**config.mk**
```make
export PLATFORM = sky130hd
export DESIGN_NAME = quad_lane_fifo
export DESIGN_NICKNAME = d
export VERILOG_FILES = /design/src/rtl/qlf_pkg.sv /design/src/rtl/qlf_lane.sv /design/src/rtl/qlf_tx_path.sv /design/src/rtl/qlf_rx_path.sv /design/src/rtl/quad_lane_fifo.sv
export SDC_FILE = /design/constraint.sdc
export NUM_CORES = 1
export LEC_CHECK = 0
export BUFFER_PORTS_ARGS = -buffer_cell sky130_fd_sc_hd__buf_2
export CORE_MARGIN = 5
export CORE_UTILIZATION = 56
export DETAILED_ROUTE_END_ITERATION = 6
export PLACE_DENSITY_LB_ADDON = 0.1
export SLEW_MARGIN = 10
export SYNTH_ARGS = -nofsm -noshare
export SYNTH_HDL_FRONTEND = slang
export SYNTH_SLANG_ARGS = --single-unit
```
**constraint.sdc**
```tcl
create_clock -name clk -period 3.9 [get_ports clk]
set_clock_uncertainty 0.1 [all_clocks]
set_input_delay 0.585 -clock clk [delete_from_list [all_inputs] [get_ports clk]]
set_output_delay 0.585 -clock clk [all_outputs]
set_load 0.005 [all_outputs]
```
**src/rtl/qlf_pkg.sv**
```systemverilog
package qlf_pkg;

    localparam int LANES_DEF = 4;
    localparam int LANE_W_DEF = 8;
    localparam int DEPTH_DEF = 16;

    typedef enum logic {
        W_BYTE = 1'b0,
        W_WORD = 1'b1
    } width_e;

    typedef struct packed {
        logic wr_word;
        logic wr_byte;
        logic rd_word;
        logic rd_byte;
    } acc_bad_t;

    // Lane that follows 'cur' in the serial rotation for the given width.
    function automatic int unsigned lane_after(int unsigned cur, int unsigned lanes, width_e w);
        if (w == W_BYTE) return 0;
        if (cur + 1 >= lanes) return 0;
        return cur + 1;
    endfunction

endpackage

```
**src/rtl/qlf_lane.sv**
```systemverilog
module qlf_lane #(
    parameter int W = 8,
    parameter int DEPTH = 16,
    localparam int AW = (DEPTH > 1) ? $clog2(DEPTH) : 1,
    localparam int CW = $clog2(DEPTH + 1)
) (
    input  logic          clk,
    input  logic          rst,
    input  logic          clr,
    input  logic          push,
    input  logic [W-1:0]  din,
    input  logic          pop,
    output logic [W-1:0]  dout,
    output logic [CW-1:0] cnt,
    output logic          empty,
    output logic          full
);

    logic [W-1:0]  mem [DEPTH];
    logic [AW-1:0] wp, rp;
    logic          do_push, do_pop;

    assign empty   = (cnt == '0);
    assign full    = (cnt == CW'(DEPTH));
    assign do_push = push && !full && !clr;
    assign do_pop  = pop && !empty && !clr;
    assign dout    = mem[rp];

    function automatic logic [AW-1:0] bump(logic [AW-1:0] p);
        return (p == AW'(DEPTH - 1)) ? '0 : p + AW'(1);
    endfunction

    always_ff @(posedge clk) begin
        if (do_push) mem[wp] <= din;
    end

    always_ff @(posedge clk) begin
        if (rst || clr) begin
            wp  <= '0;
            rp  <= '0;
            cnt <= '0;
        end else begin
            if (do_push) wp <= bump(wp);
            if (do_pop)  rp <= bump(rp);
            case ({do_push, do_pop})
                2'b10:   cnt <= cnt + CW'(1);
                2'b01:   cnt <= cnt - CW'(1);
                default: cnt <= cnt;
            endcase
        end
    end

    p_cnt_bound_r1: assert property (@(posedge clk) disable iff (rst)
        cnt <= CW'(DEPTH));

    p_full_hold_r1: assert property (@(posedge clk) disable iff (rst)
        (full && push && !pop && !clr) |=> full);

endmodule

```
**src/rtl/qlf_tx_path.sv**
```systemverilog
module qlf_tx_path
    import qlf_pkg::*;
#(
    parameter int LANES = 4,
    parameter int W = 8,
    parameter int DEPTH = 16,
    localparam int CW = $clog2(DEPTH + 1),
    localparam int SELW = (LANES > 1) ? $clog2(LANES) : 1,
    localparam int SW = $clog2(LANES * DEPTH + 1)
) (
    input  logic               clk,
    input  logic               rst,
    input  logic               clr,
    input  width_e             wide,
    input  logic               word_push,
    input  logic [LANES*W-1:0] word_din,
    input  logic               byte_push,
    input  logic [W-1:0]       byte_din,
    input  logic               ser_pop,
    output logic               ser_valid,
    output logic [W-1:0]       ser_data,
    output logic               full,
    output logic               half,
    output logic               empty
);

    logic [LANES-1:0] l_push, l_pop, l_empty, l_full;
    logic [W-1:0]     l_din  [LANES];
    logic [W-1:0]     l_dout [LANES];
    logic [CW-1:0]    l_cnt  [LANES];
    logic [SELW-1:0]  sel;
    logic [SW-1:0]    total;

    for (genvar g = 0; g < LANES; g++) begin : g_lane
        assign l_push[g] = word_push || ((g == 0) && byte_push);
        assign l_din[g]  = word_push ? word_din[g*W +: W] : byte_din;
        assign l_pop[g]  = ser_pop && ser_valid && !clr && (sel == SELW'(g));

        qlf_lane #(.W(W), .DEPTH(DEPTH)) u_lane (
            .clk  (clk),
            .rst  (rst),
            .clr  (clr),
            .push (l_push[g]),
            .din  (l_din[g]),
            .pop  (l_pop[g]),
            .dout (l_dout[g]),
            .cnt  (l_cnt[g]),
            .empty(l_empty[g]),
            .full (l_full[g])
        );
    end

    assign ser_valid = !l_empty[sel];
    assign ser_data  = l_dout[sel];

    always_ff @(posedge clk) begin
        if (rst || clr) begin
            sel <= '0;
        end else if (ser_pop && ser_valid) begin
            sel <= SELW'(lane_after(int'(sel), LANES, wide));
        end
    end

    always_comb begin
        total = '0;
        for (int i = 0; i < LANES; i++) begin
            total = total + SW'(l_cnt[i]);
        end
    end

    assign full  = (wide == W_WORD) ? |l_full : l_full[0];
    assign half  = (wide == W_WORD) ? (total >= SW'(LANES * DEPTH / 2))
                                    : (l_cnt[0] >= CW'(DEPTH / 2));
    assign empty = &l_empty;

endmodule

```
**src/rtl/qlf_rx_path.sv**
```systemverilog
module qlf_rx_path
    import qlf_pkg::*;
#(
    parameter int LANES = 4,
    parameter int W = 8,
    parameter int DEPTH = 16,
    localparam int CW = $clog2(DEPTH + 1),
    localparam int SELW = (LANES > 1) ? $clog2(LANES) : 1
) (
    input  logic               clk,
    input  logic               rst,
    input  logic               clr,
    input  width_e             wide,
    input  logic               ser_push,
    input  logic [W-1:0]       ser_din,
    output logic               ser_ready,
    input  logic               word_pop,
    input  logic               byte_pop,
    output logic [LANES*W-1:0] word_dout,
    output logic [W-1:0]       byte_dout,
    output logic               word_avail,
    output logic               byte_avail
);

    logic [LANES-1:0] l_push, l_pop, l_empty, l_full;
    logic [W-1:0]     l_dout [LANES];
    logic [CW-1:0]    l_cnt  [LANES];
    logic [SELW-1:0]  sel;

    for (genvar g = 0; g < LANES; g++) begin : g_lane
        assign l_push[g] = ser_push && ser_ready && !clr && (sel == SELW'(g));
        assign l_pop[g]  = word_pop || ((g == 0) && byte_pop);
        assign word_dout[g*W +: W] = l_dout[g];

        qlf_lane #(.W(W), .DEPTH(DEPTH)) u_lane (
            .clk  (clk),
            .rst  (rst),
            .clr  (clr),
            .push (l_push[g]),
            .din  (ser_din),
            .pop  (l_pop[g]),
            .dout (l_dout[g]),
            .cnt  (l_cnt[g]),
            .empty(l_empty[g]),
            .full (l_full[g])
        );

        p_rx_cnt_bound_r9: assert property (@(posedge clk) disable iff (rst)
            l_cnt[g] <= CW'(DEPTH));
    end

    assign ser_ready  = !l_full[sel];
    assign byte_dout  = l_dout[0];
    assign word_avail = ~|l_empty;
    assign byte_avail = !l_empty[0];

    always_ff @(posedge clk) begin
        if (rst || clr) begin
            sel <= '0;
        end else if (ser_push && ser_ready) begin
            sel <= SELW'(lane_after(int'(sel), LANES, wide));
        end
    end

    p_push_gives_byte_r5: assert property (@(posedge clk) disable iff (rst)
        (ser_push && ser_ready && !clr && sel == '0) |=> byte_avail);

endmodule

```
**src/rtl/quad_lane_fifo.sv**
```systemverilog
module quad_lane_fifo
    import qlf_pkg::*;
#(
    parameter int LANES = LANES_DEF,
    parameter int LANE_W = LANE_W_DEF,
    parameter int DEPTH = DEPTH_DEF,
    localparam int WORD_W = LANES * LANE_W
) (
    input  logic              clk,
    input  logic              rst,
    input  logic              soft_clr,
    input  logic              word_mode,
    input  logic              wr_word_en,
    input  logic [WORD_W-1:0] wr_word,
    input  logic              wr_byte_en,
    input  logic [LANE_W-1:0] wr_byte,
    output logic              tx_full,
    output logic              tx_half,
    output logic              tx_empty,
    input  logic              ser_tx_pop,
    output logic              ser_tx_valid,
    output logic [LANE_W-1:0] ser_tx_data,
    input  logic              ser_rx_push,
    input  logic [LANE_W-1:0] ser_rx_data,
    output logic              ser_rx_ready,
    input  logic              rd_word_en,
    output logic [WORD_W-1:0] rd_word,
    input  logic              rd_byte_en,
    output logic [LANE_W-1:0] rd_byte,
    output logic              rx_word_avail,
    output logic              rx_byte_avail,
    output logic              illegal
);

    width_e   mode;
    acc_bad_t bad;
    logic     word_push, byte_push, word_pop, byte_pop;
    logic     illegal_q;

    assign mode = word_mode ? W_WORD : W_BYTE;

    always_comb begin
        bad.wr_word = wr_word_en && ((mode != W_WORD) || tx_full);
        bad.wr_byte = wr_byte_en && ((mode != W_BYTE) || tx_full);
        bad.rd_word = rd_word_en && ((mode != W_WORD) || !rx_word_avail);
        bad.rd_byte = rd_byte_en && ((mode != W_BYTE) || !rx_byte_avail);
    end

    assign word_push = wr_word_en && !bad.wr_word && !soft_clr;
    assign byte_push = wr_byte_en && !bad.wr_byte && !soft_clr;
    assign word_pop  = rd_word_en && !bad.rd_word && !soft_clr;
    assign byte_pop  = rd_byte_en && !bad.rd_byte && !soft_clr;

    always_ff @(posedge clk) begin
        if (rst) illegal_q <= 1'b0;
        else     illegal_q <= !soft_clr && (|bad);
    end
    assign illegal = illegal_q;

    qlf_tx_path #(.LANES(LANES), .W(LANE_W), .DEPTH(DEPTH)) u_tx (
        .clk      (clk),
        .rst      (rst),
        .clr      (soft_clr),
        .wide     (mode),
        .word_push(word_push),
        .word_din (wr_word),
        .byte_push(byte_push),
        .byte_din (wr_byte),
        .ser_pop  (ser_tx_pop),
        .ser_valid(ser_tx_valid),
        .ser_data (ser_tx_data),
        .full     (tx_full),
        .half     (tx_half),
        .empty    (tx_empty)
    );

    qlf_rx_path #(.LANES(LANES), .W(LANE_W), .DEPTH(DEPTH)) u_rx (
        .clk       (clk),
        .rst       (rst),
        .clr       (soft_clr),
        .wide      (mode),
        .ser_push  (ser_rx_push),
        .ser_din   (ser_rx_data),
        .ser_ready (ser_rx_ready),
        .word_pop  (word_pop),
        .byte_pop  (byte_pop),
        .word_dout (rd_word),
        .byte_dout (rd_byte),
        .word_avail(rx_word_avail),
        .byte_avail(rx_byte_avail)
    );

    p_bad_width_r7: assert property (@(posedge clk) disable iff (rst)
        (wr_byte_en && word_mode && !soft_clr) |=> illegal);

    p_empty_read_r7: assert property (@(posedge clk) disable iff (rst)
        (rd_byte_en && !rx_byte_avail && !soft_clr) |=> illegal);

    p_clear_empties_r8: assert property (@(posedge clk) disable iff (rst)
        soft_clr |=> (tx_empty && !rx_byte_avail && !rx_word_avail && !illegal));

    p_empty_no_stream_r2: assert property (@(posedge clk) disable iff (rst)
        tx_empty |-> !ser_tx_valid);

endmodule

```
== Yosys cells after proc, flatten, opt, wreduce, memory -nomap -nowiden ==
Memory sizes are Yosys's and may differ from the RTL's. A register that Yosys moved wholly into a read port is not among the register bits.
Index checks and enable logic that the tools add are counted.
Word-level totals
  word-level logic and storage cells: 324
  RAM bits: 1024
  bits of input ports: 58
  memories: 8
  flip-flop bits (word level): 109
Memories
  u_rx.g_lane[0].u_lane.mem: words 16, bits a word 8, rd ports 1, clocked after Yosys merged registers in 1, write ports 1, RTL line qlf_lane.sv:19  | logic [W-1:0] mem [DEPTH];
  u_rx.g_lane[1].u_lane.mem: words 16, bits a word 8, rd ports 1, clocked after Yosys merged registers in 1, write ports 1, RTL line qlf_lane.sv:19
  u_rx.g_lane[2].u_lane.mem: words 16, bits a word 8, rd ports 1, clocked after Yosys merged registers in 1, write ports 1, RTL line qlf_lane.sv:19
  u_rx.g_lane[3].u_lane.mem: words 16, bits a word 8, rd ports 1, clocked after Yosys merged registers in 1, write ports 1, RTL line qlf_lane.sv:19
  u_tx.g_lane[0].u_lane.mem: words 16, bits a word 8, rd ports 1, clocked after Yosys merged registers in 1, write ports 1, RTL line qlf_lane.sv:19
  u_tx.g_lane[1].u_lane.mem: words 16, bits a word 8, rd ports 1, clocked after Yosys merged registers in 1, write ports 1, RTL line qlf_lane.sv:19
  +2 memories
Cells by class
  bitwise gates (word level): 2
  muxes and demuxes: 87
  order comparisons: 7
  eq/ne operators: 46
  add/subtract/negate cells: 37
  reduce and logical (&&, ||, !) cells: 110
Operator list (count)
  $mux W4: 32
  $pmux W5 S2: 8
  $add A4 B1 Y4 const B: 16
  $eq A4 B4 Y1 const B: 16
  $logic_and A1 B1 Y1: 57
  $mux W8: 6
  $add A5 B1 Y5 const B: 8
  $eq A5 B5 Y1 const B: 8
  $logic_not A5 Y1: 8
  $sub A5 B1 Y5 const B: 8
  $mux W1: 34
  $eq A2 B2 Y1 const B: 12
  $logic_not A1 Y1: 24
  $eq A2 B1 Y1 const B: 10
  $bmux W8 S2: 1
  $reduce_bool A2 Y1: 8
  $add A7 B5 Y7: 2
  $reduce_or A4 Y1: 3
  $ge A3 B3 Y1 const B: 3
  $mux W2: 4
  $ge A7 B6 Y1 const B: 1
  $logic_or A1 B1 Y1: 7
  $add A2 B1 Y3 const B: 2
  $add A5 B5 Y6: 1
  other kinds (7): 10

== Depth between registers and ports, before layout ==
Gate-level depths: netlist of run 1.
  depth after elaboration: 13
  mapped depth: 17
  depth with buffers taken out: 16

== By module ==
Synthesis of run 1 repeated with hierarchy kept, for this count alone.
Unflattened totals
  cells, all modules: 2583
  area total of the unflattened synthesis: 49105.8 um2
Modules (own cells, without submodules)
  qlf_lane: cells each 297, area an instance 5943.2 um2, times used 8, sequential area each 4184.0 um2
  qlf_tx_path: cells each 153, area an instance 1139.8 um2, times used 1, sequential area each 40.0 um2
  qlf_rx_path: cells each 39, area an instance 316.6 um2, times used 1, sequential area each 40.0 um2
  quad_lane_fifo: cells each 15, area an instance 103.8 um2, times used 1, sequential area each 20.0 um2

== Worst setup path before layout of run 1 ==
OpenSTA, ideal clock, no wires.
  path type: register to output
  start point: register u_tx.g_lane[1].u_lane.cnt[0]
  end point: output tx_half
  data arrival time: 3.189 ns
  path buffers: 0
  slack: 0.026 ns
  stages on the path, launching flop included: 16
  cells stage by stage: dfxtp_1 ha_1 inv_1 fa_1 inv_1 a21o_1 a21oi_1 xor2_1 fa_1 inv_1 ha_1 nand2_1 a2111oi_0 a21oi_1 a2111oi_0 a21oi_1
On the way
  cells in the longest elaborated chain, start to end: 5
RTL lines
  start, declared: RTL line qlf_lane.sv:14  | output logic [CW-1:0] cnt,
  start signal, assigned: RTL line qlf_lane.sv:46  | 2'b10: cnt <= cnt + CW'(1);
  start signal, assigned: RTL line qlf_lane.sv:47  | 2'b01: cnt <= cnt - CW'(1);
  start signal, assigned: RTL line qlf_lane.sv:48  | default: cnt <= cnt;
  $add A5 B5 Y6: RTL line qlf_tx_path.sv:67  | total = total + SW'(l_cnt[i]);
  $add A7 B5 Y7 (2 in a row): RTL line qlf_tx_path.sv:67
  $ge A7 B6 Y1: RTL line qlf_tx_path.sv:72  | assign half = (wide == W_WORD) ? (total >= SW'(LANES * DEPTH / 2))
  $mux W1: RTL line qlf_tx_path.sv:72
  end, declared: RTL line quad_lane_fifo.sv:18  | output logic tx_half,
Every way passes these cells.

== Final worst setup path of run 1 ==
  start point: register u_tx.g_lane[0].u_lane.cnt[0]
  end point: output tx_half
On the way
  cells in the longest elaborated chain, start to end: 5
RTL lines (RTL line)
  start, declared: qlf_lane.sv:14
  start signal, assigned: qlf_lane.sv:46
  start signal, assigned: qlf_lane.sv:47
  start signal, assigned: qlf_lane.sv:48
  $add A5 B5 Y6: qlf_tx_path.sv:67
  $add A7 B5 Y7 (2 in a row): qlf_tx_path.sv:67
  $ge A7 B6 Y1: qlf_tx_path.sv:72
  $mux W1 *: qlf_tx_path.sv:72
Every way passes the cells marked *; elsewhere a longest branch is shown, timed or not.

==> impl.org, run 1 <==
** Clock tree
- CTS sink count :: 1165
- The root buffer cell chosen for the clock tree is sky130_fd_sc_hd__clkbuf_16.
- Clk slew on worst S/H paths :: 60 ps
- Later-pin clock latency in the skew report :: slightly below 700 ps
- Number of buffers inserted for hold repair after clock tree synthesis :: 0
- In this run the number of H-tree levels came out at 3.
- TritonCTS created 117 clock buffers.
- TritonCTS clock tree :: done
- In this run the deepest clock path goes through 3 buffers.

** STA
- Of the available clock period, the critical path in the final layout requires 117%.
- Maximum clock rate :: approximately 220 MHz
- Actual slew at the worst max-slew pin :: 1140 ps
- Minimum clock period :: 4580 ps
- Final hold violations :: 0
- Measured against its own limit, the worst slew margin works out to 24.2%.
- Final setup violation count :: 1
- Setup repair after global routing could not meet its margin everywhere.
- Post-layout worst setup margin :: -676 ps
- The final number of max-transition violations is 0.
- Final Hold Slack :: 117 ps

** Setup path
- Element type at the critical path end :: primary output
- Arrival time of the worst setup path :: 3890 ps
- Worst endpoint required time :: 3210 ps
- STA classifies the critical path startpoint as a register.
- Worst Reg-to-Reg Cells :: 16
- Worst Setup Path Type :: reg -> out
- Of all nets on the critical path, the largest fanout is 2.

** Yosys
- Of all flip-flops after synthesis, the portion carrying an async set or reset was 0%.
- Combinational family with the most area after synthesis :: multiplexers
- Share of synthesized area spent on multiplexers :: 15.0%
- After Yosys synthesis, full adders, half adders and majority gates account for 2.97% of the synthesized area.
- Post-synthesis share of cell area spent on and, or, nand and nor gates :: 5.18%
- Count of flip-flops with a built-in enable after synthesis :: a little over 1000
- Distinct cells, synth :: 70
- Summing the areas of all compound-gate instances in the mapped netlist gives 3.77% of the synthesized area.
- Syn avg cell area :: roughly 18 µm²
- The mapped netlist covers 47800 µm².
- Syn nets :: about 2800
- Sequential cells were found to cover between 70 and 80% of the synthesized design area.
- Synth warn :: 0
- Among all flip-flop cells after synthesis, the most frequent one is sky130_fd_sc_hd__edfxtp_1.
- Of the total synthesized cell area, the portion taken by XOR and XNOR cells is 0.733%.
- Number of instances in the synthesized netlist :: 2674
- After synthesis the netlist holds a flip-flop and latch count of 1165.

** Place
- Pre-CTS worst setup slack :: -460 ps
- Once placement finished, the instance area stood at 50300 µm².
- In this run, placement finished with an instance count of 3920.
- Input and output buffers added on the ports amount to between 100 and 150.
- Detailed-placement wirelength estimate :: 66.8 mm
- At the end of routability-driven placement, the weighted congestion stood at 0.809.

** Die
- The floorplan step set the die width to ~300 µm.
- The die is between 300 and 400 µm tall.
- The initialized floorplan defines 107 standard-cell rows.
- Starting utilization of the core area :: between 50% and 60%
- In this run the count of I/O pins placed on the die edge is between 100 and 150.
- The die covers 91200 µm².
- Standard cell core area :: 84900 µm²

** Outcome
- Violations in the final reports :: negative setup slack
- Run status :: finished with violations

** Drt
- After detailed routing, the met3 layer carries 4.53 mm of wire.
- Post-route antenna net violation count :: 0
- Number of DRC markers after the initial detailed-route iteration :: 2035
- Pre-antenna DRT Iters :: 5
- In the final routing, the length of wire on met1 measures between 40 and 50 mm.
- In the final routed layout, each cell accounts on average for approximately 25 µm.
- Uppermost layer routed :: met5
- Count of unresolved DRC violations after routing :: 0
- The routed layout has 24700 vias.
- The routed design has between 100 and 150 mm of wire.
- Met2 WL :: a little over 50 mm
- Using the TritonRoute via totals, the vias-per-cell ratio works out to 5.96.

** Finish
- From synthesis to final layout, the design area changed by 13.7%.
- Post-layout instance count excluding filler cells :: 4148
- Fill cells in the final layout number about 5900.
- Summing all non-filler instances in the final layout gives an area of 54300 µm².
- Ratio of cells with drive above 1 in the final layout :: 25.7%
- Cells fill between 60% and 70% of the core in the end.
- In the final design database the tool counted 3061 nets.
- Combined area of the multi-input logic cells :: 13300 µm²
- Area used by sequential logic in the layout :: 33600 µm²

** Global routing
- Wire length of the first global-routing pass :: 157 mm
- GRT Resource Usage Total :: between 20% and 30%
- Entering global routing, the biggest net connects 56 pins.
- Via count of the first global-routing pass :: 25600
- The number of antenna violations at the first check in global routing came to 2.
- The total overflow left after global routing is 0.

** Power
- For this design the ratio of total power to cell area is 466 nW/µm².
- VDD sags by at most 0.462 mV.
- Summed over all cells, the static leakage comes to 0.0180 µW.

** Run
- Max-cap violations in this run came to 0.

** Hold path
- Cell depth of the worst hold path :: 3
- Class of the tightest hold or removal check :: in -> reg
-- stage by stage --
stage	power, µW	TNS, ps
after detailed placement	14400	-460
after global routing	26100	-845
after floorplan	14100	0
final	25300	-676
after CTS	25500	-795
after global placement	14400	-514
-- registers in the layout, summed over array words and instances (netlist names), named ones only --
signal                  count
u_tx.g_lane.u_lane.rp      16
u_rx.g_lane.u_lane.cnt     20
u_tx.g_lane.u_lane.cnt     20
u_rx.sel                    2
u_tx.g_lane.u_lane.mem    512
u_tx.sel                    2
u_tx.g_lane.u_lane.wp      16
illegal                     1
u_rx.g_lane.u_lane.rp      16
u_rx.g_lane.u_lane.mem    512
u_rx.g_lane.u_lane.wp      16
-- synthesized netlist by cell type (all sizes together) (4+ instances only) --
cell / instances / share of area (%)
a21boi: 4 / 0.063
a21o: 48 / 0.76
a21oi: 99 / 1.0
a221oi: 11 / 0.20
a22oi: 4 / 0.063
a311o: 4 / 0.084
a311oi: 6 / 0.15
a31o: 5 / 0.092
a31oi: 8 / 0.10
a41oi: 7 / 0.13
and2: 13 / 0.17
and3: 66 / 0.86
buf: 76 / 0.83
clkbuf: 73 / 0.58
dfxtp: 141 / 5.9
edfxtp: 1024 / 64
fa: 14 / 0.59
ha: 91 / 2.4
inv: 85 / 0.67
mux2i: 66 / 1.4
mux4: 287 / 14
nand2: 118 / 0.93
nand2b: 14 / 0.21
nand3: 44 / 0.46
nand4: 8 / 0.10
nor2: 139 / 1.1
nor2b: 23 / 0.30
nor3: 37 / 0.41
nor3b: 4 / 0.063
nor4: 7 / 0.12
o2111ai: 5 / 0.092
o211ai: 8 / 0.17
o21ai: 37 / 0.39
o221ai: 6 / 0.12
o22ai: 4 / 0.052
or2: 4 / 0.052
or3: 15 / 0.20
or4: 4 / 0.079
xnor2: 9 / 0.17
xor2: 31 / 0.57
-- cell type report --
class	count	share of cell area (%)
Sequential cell	1165	61.8
Antenna cell	1	0.00461
Timing Repair Buffer	254	3.22
Multi-Input combinational cell	1274	24.6
Clock buffer	174	6.08
Clock inverter	50	1.04
Inverter	86	0.594
Tap cell	1144	2.64
-- critical path: stages (launching register included) --
cell and delay [ps]:
sky130_fd_sc_hd__dfxtp_4 360, sky130_fd_sc_hd__ha_4 140, sky130_fd_sc_hd__inv_2 30, sky130_fd_sc_hd__fa_2 330, sky130_fd_sc_hd__inv_1 60, sky130_fd_sc_hd__a21o_1 100, sky130_fd_sc_hd__a21oi_1 70, sky130_fd_sc_hd__xor2_1 180
sky130_fd_sc_hd__fa_1 520, sky130_fd_sc_hd__inv_2 50, sky130_fd_sc_hd__ha_4 260, sky130_fd_sc_hd__nand2_2 60, sky130_fd_sc_hd__a2111oi_4 340, sky130_fd_sc_hd__a21oi_2 100, sky130_fd_sc_hd__a2111oi_2 210, sky130_fd_sc_hd__buf_4 170
sky130_fd_sc_hd__a21oi_4 70, sky130_fd_sc_hd__buf_2 140
-- placed cells by master (no fill, tap or decap), types with 87 or more instances in the layout --
| cell type | instances |
|---|---|
| sky130_fd_sc_hd__buf_2 | 113 |
| sky130_fd_sc_hd__a21oi_1 | 96 |
| sky130_fd_sc_hd__clkbuf_16 | 119 |
| sky130_fd_sc_hd__ha_1 | 87 |
| sky130_fd_sc_hd__nand2_1 | 117 |
| sky130_fd_sc_hd__edfxtp_1 | 1024 |
| sky130_fd_sc_hd__mux4_2 | 287 |
| sky130_fd_sc_hd__dfxtp_1 | 131 |
| sky130_fd_sc_hd__buf_4 | 131 |
| sky130_fd_sc_hd__nor2_1 | 138 |
-- worst paths after layout --
check                                             startpoint  slack (ps)                      endpoint
worst max-delay path            u_tx.g_lane[0].u_lane.cnt[0]        -680                       tx_half
worst min-delay path                              rd_word_en         120                       illegal
worst max register to register  u_tx.g_lane[1].u_lane.cnt[0]         220  u_tx.g_lane[0].u_lane.cnt[4]
worst min register to register   u_rx.g_lane[1].u_lane.rp[1]         390   u_rx.g_lane[1].u_lane.rp[1]
-- per-layer routing --
layer	up-vias	GRT usage, %
met5	-	0
met4	2	5.91
met3	171	2.96
met2	630	38.4
met1	12900	31.7
li1	11100	-
-- power breakdown --
group / leakage (µW) / internal, µW / total, µW / switching [µW]
combinational: 0.00576 / 128 / 523 / 395
clock: 0.00187 / 6540 / 11200 / 4620
sequential: 0.0104 / 13600 / 13600 / 11.2
-- logic make-up after synthesis --
family,Yosys count
AOI/OAI and AO/OA,270
DFF,1165
muxes,356
buffers and inverters,235
xor gates and xnor gates,40
adders and majority gates,105
and+or+nand+nor,503
-- repair_timing --
item                       4_1_cts  5_1_grt
gates resized for setup         18       11
setup buffers                    2        1
cloned                           0        0
pin swaps                       11        7
setup endpoints to repair        1        5
Note: power is estimated with default switching activity, not from simulation.
==> inputs of run 2 (changes only) <==
--- a/config.mk
+++ b/config.mk
@@ -6,6 +6,7 @@
 export NUM_CORES = 1
 export LEC_CHECK = 0
 export BUFFER_PORTS_ARGS = -buffer_cell sky130_fd_sc_hd__buf_2
+export CORE_ASPECT_RATIO = 0.8
 export CORE_MARGIN = 5
 export CORE_UTILIZATION = 56
 export DETAILED_ROUTE_END_ITERATION = 6
==> impl.org, run 2 (same netlist as run 1, synthesis figures left out) <==
** Outcome
- Run status :: finished with violations
- Violations in the final reports :: negative setup slack

** Global routing
- Met1 track utilization from global routing :: 33.8%
- The number of global-route vias before repair was 25000.
- Global routing usage on met3 :: 4.31%
- The number of antenna violations at the first check in global routing was 6.
- GRT Resource Usage Total :: 22.4%
- Wire length of the first global-routing pass :: roughly 150 mm
- After global routing, the most crowded layer is met2.
- Global routing used about a third of the available met2 tracks.
- Pin count of the biggest net entering global routing :: 65
- Gr ovfl total :: 0

** Drt
- Via-to-Cell Ratio :: between 6 and 7
- For this block, the routed nets add up to a little over 100 mm of wire.
- Post-route antenna net violation count :: 0
- Count of unresolved DRC violations after routing :: 0
- Via total after detailed routing :: ~25000
- Pre-antenna DRT Iters :: 7
- Drt wl/cell :: about 25 µm
- After the first detailed-routing iteration, the DRC count stood at 2482.

** STA
- Measured against its own limit, the worst slew margin works out to between 20% and 30%.
- For this run, the top clock speed supported by timing is between 200 and 250 MHz.
- Final setup violation count :: 1
- Post-layout worst setup margin :: -690 ps
- The final number of max-transition violations is 0.
- Hold timing on the final database bottoms out at a slack of 163 ps.
- Minimum clock period :: 4590 ps
- RSZ-0062 raised after global routing :: true
- Final period util :: 118%
- At the pin with the least slew margin, the transition time is 1190 ps.
- The final count of hold timing violations came to 0.

** Setup path
- For the worst setup path, the data required time is ~3200 ps.
- Crit start category :: register
- Arrival time of the worst setup path :: slightly below 4000 ps
- Element type at the critical path end :: primary output
- In this run the worst path has a maximum fanout of 2.
- Worst Setup Path Type :: reg -> out

** Clock tree
- After clock tree synthesis, the clock-pin slew on the worst setup and hold paths is about 60 ps.
- Clk Tree Root Cell :: sky130_fd_sc_hd__clkbuf_16
- Clock Tree Buf Depth :: 3
- TritonCTS built the clock tree.
- Counting every sink on the clock net gives 1165.
- Number of buffers inserted to repair setup after CTS :: 0
- In this run, CTS created clock tree buffers numbering about 110.
- The clock tree synthesis step divided the H-tree into 3 levels.
- Later-pin clock latency in the skew report :: 670 ps

** Finish
- In the layout the commonest cells are sky130_fd_sc_hd__edfxtp_1 (1024), sky130_fd_sc_hd__mux4_2 (287), sky130_fd_sc_hd__nor2_1 (138), sky130_fd_sc_hd__buf_4 (131), sky130_fd_sc_hd__dfxtp_1 (130).
- Total Nets Final :: 3049
- Ratio of cells with drive above 1 in the final layout :: 25.5%
- Leaving out fill and tap cells, the most frequent cell in the layout is sky130_fd_sc_hd__edfxtp_1.
- Post-layout instance count excluding filler cells :: between 4000 and 5000
- From synthesis to final layout, the design area changed by 12.6%.
- In the final layout, the registers with the most flip-flops are u_rx.g_lane.u_lane.mem x512, u_tx.g_lane.u_lane.mem x512.

** Run
- Max-cap viol count :: 0

** Die
- 114 I/O pins were placed.
- The initial utilization of the core area, before any placement, comes to 56.7%.
- Number of rows in the core area :: 95
- Die ar. :: 91300 µm²
- Die Span X :: 337 µm
- Standard cell core area :: between 80000 and 90000 µm²
- Y dimension of the die :: 271 µm

** Power
- The analysis attributes to cell leakage a power of roughly 0.018 µW.
- For this design the ratio of total power to cell area is 454 nW/µm².
- Maximum vdd drop :: 0.397 mV

** Hold path
- The tightest min-delay check is of the in -> reg type.

** Place
- At the placement stage, the worst setup path has a slack of -463 ps.
- Including well taps, the total number of placed cells is ~3900.
- The congestion estimate from routability-driven global placement came to ~0.82.
- Detailed-placement wirelength estimate :: 67.3 mm
- Count of buffers inserted at the top-level ports :: 113
-- run 2: cell type report --
class	instances	area, µm²
clock inverters	49	423
well taps	1115	1400
flip-flops and latches	1165	33600
diodes	4	10.0
clock buffers	149	3020
inverters	86	323
repair buffers	252	1710
fillers	5758	30500
multi-input cells	1274	13300
-- run 2: layer usage --
layer  wire (µm)  share of wire [%]  vias to the layer above
met5          10             0.0098                        -
met4        2040                2.0                        2
met3        6630                6.5                      136
met2       48100                 47                      718
met1       45000                 44                    12800
li1            -                  -                    11000
-- run 2: critical path, cell delays in order, from the launching register on --
cell and delay [ps]:
sky130_fd_sc_hd__dfxtp_2 360, sky130_fd_sc_hd__ha_4 140, sky130_fd_sc_hd__inv_2 30, sky130_fd_sc_hd__fa_2 520
sky130_fd_sc_hd__fa_1 410, sky130_fd_sc_hd__inv_1 70, sky130_fd_sc_hd__ha_2 180, sky130_fd_sc_hd__inv_2 40
sky130_fd_sc_hd__fa_2 380, sky130_fd_sc_hd__a2111oi_4 330, sky130_fd_sc_hd__a21oi_2 110, sky130_fd_sc_hd__a2111oi_4 270
sky130_fd_sc_hd__buf_4 170, sky130_fd_sc_hd__a21oi_4 80, sky130_fd_sc_hd__buf_2 140
-- run 2: worst paths after layout --
path / from / end / slack [ps] / depth (start not counted)
max reg2reg: u_tx.g_lane[1].u_lane.cnt[0] / u_tx.g_lane[0].u_lane.cnt[4] / 210 / 15
max: u_tx.g_lane[0].u_lane.cnt[0] / tx_half / -690 / 14
min reg2reg: u_rx.g_lane[1].u_lane.rp[1] / u_rx.g_lane[1].u_lane.rp[1] / 400 / 2
min: ser_rx_push / u_rx.sel[0] / 160 / 3
-- run 2: timing repair --
item                                    in CTS  in global routing
endpoints found under the setup margin       2                  3
hold buffers                                 0                  0
gates resized for setup                     20                  5
pin swaps                                   11                  1
cloned                                       0                  0
-- run 2: where the power goes --
group          internal [µW]  total (µW)  switching (µW)
clock network           5860       10300            4400
logic                    130         523             393
registers              13600       13600            11.7
total                  19600       24400            4810
-- run 2: metrics by stage --
step                      setup TNS [ps]  power, µW  area (µm²)  utilization, %
after CTS                           -804      24600       53700            63.8
after global placement              -566      14400       50200            59.6
after detailed placement            -463      14400       50200            59.6
after global routing                -898      25200       53800            63.8
after floorplan                        0      14100       47800               -
final                               -690      24400       53800            63.8
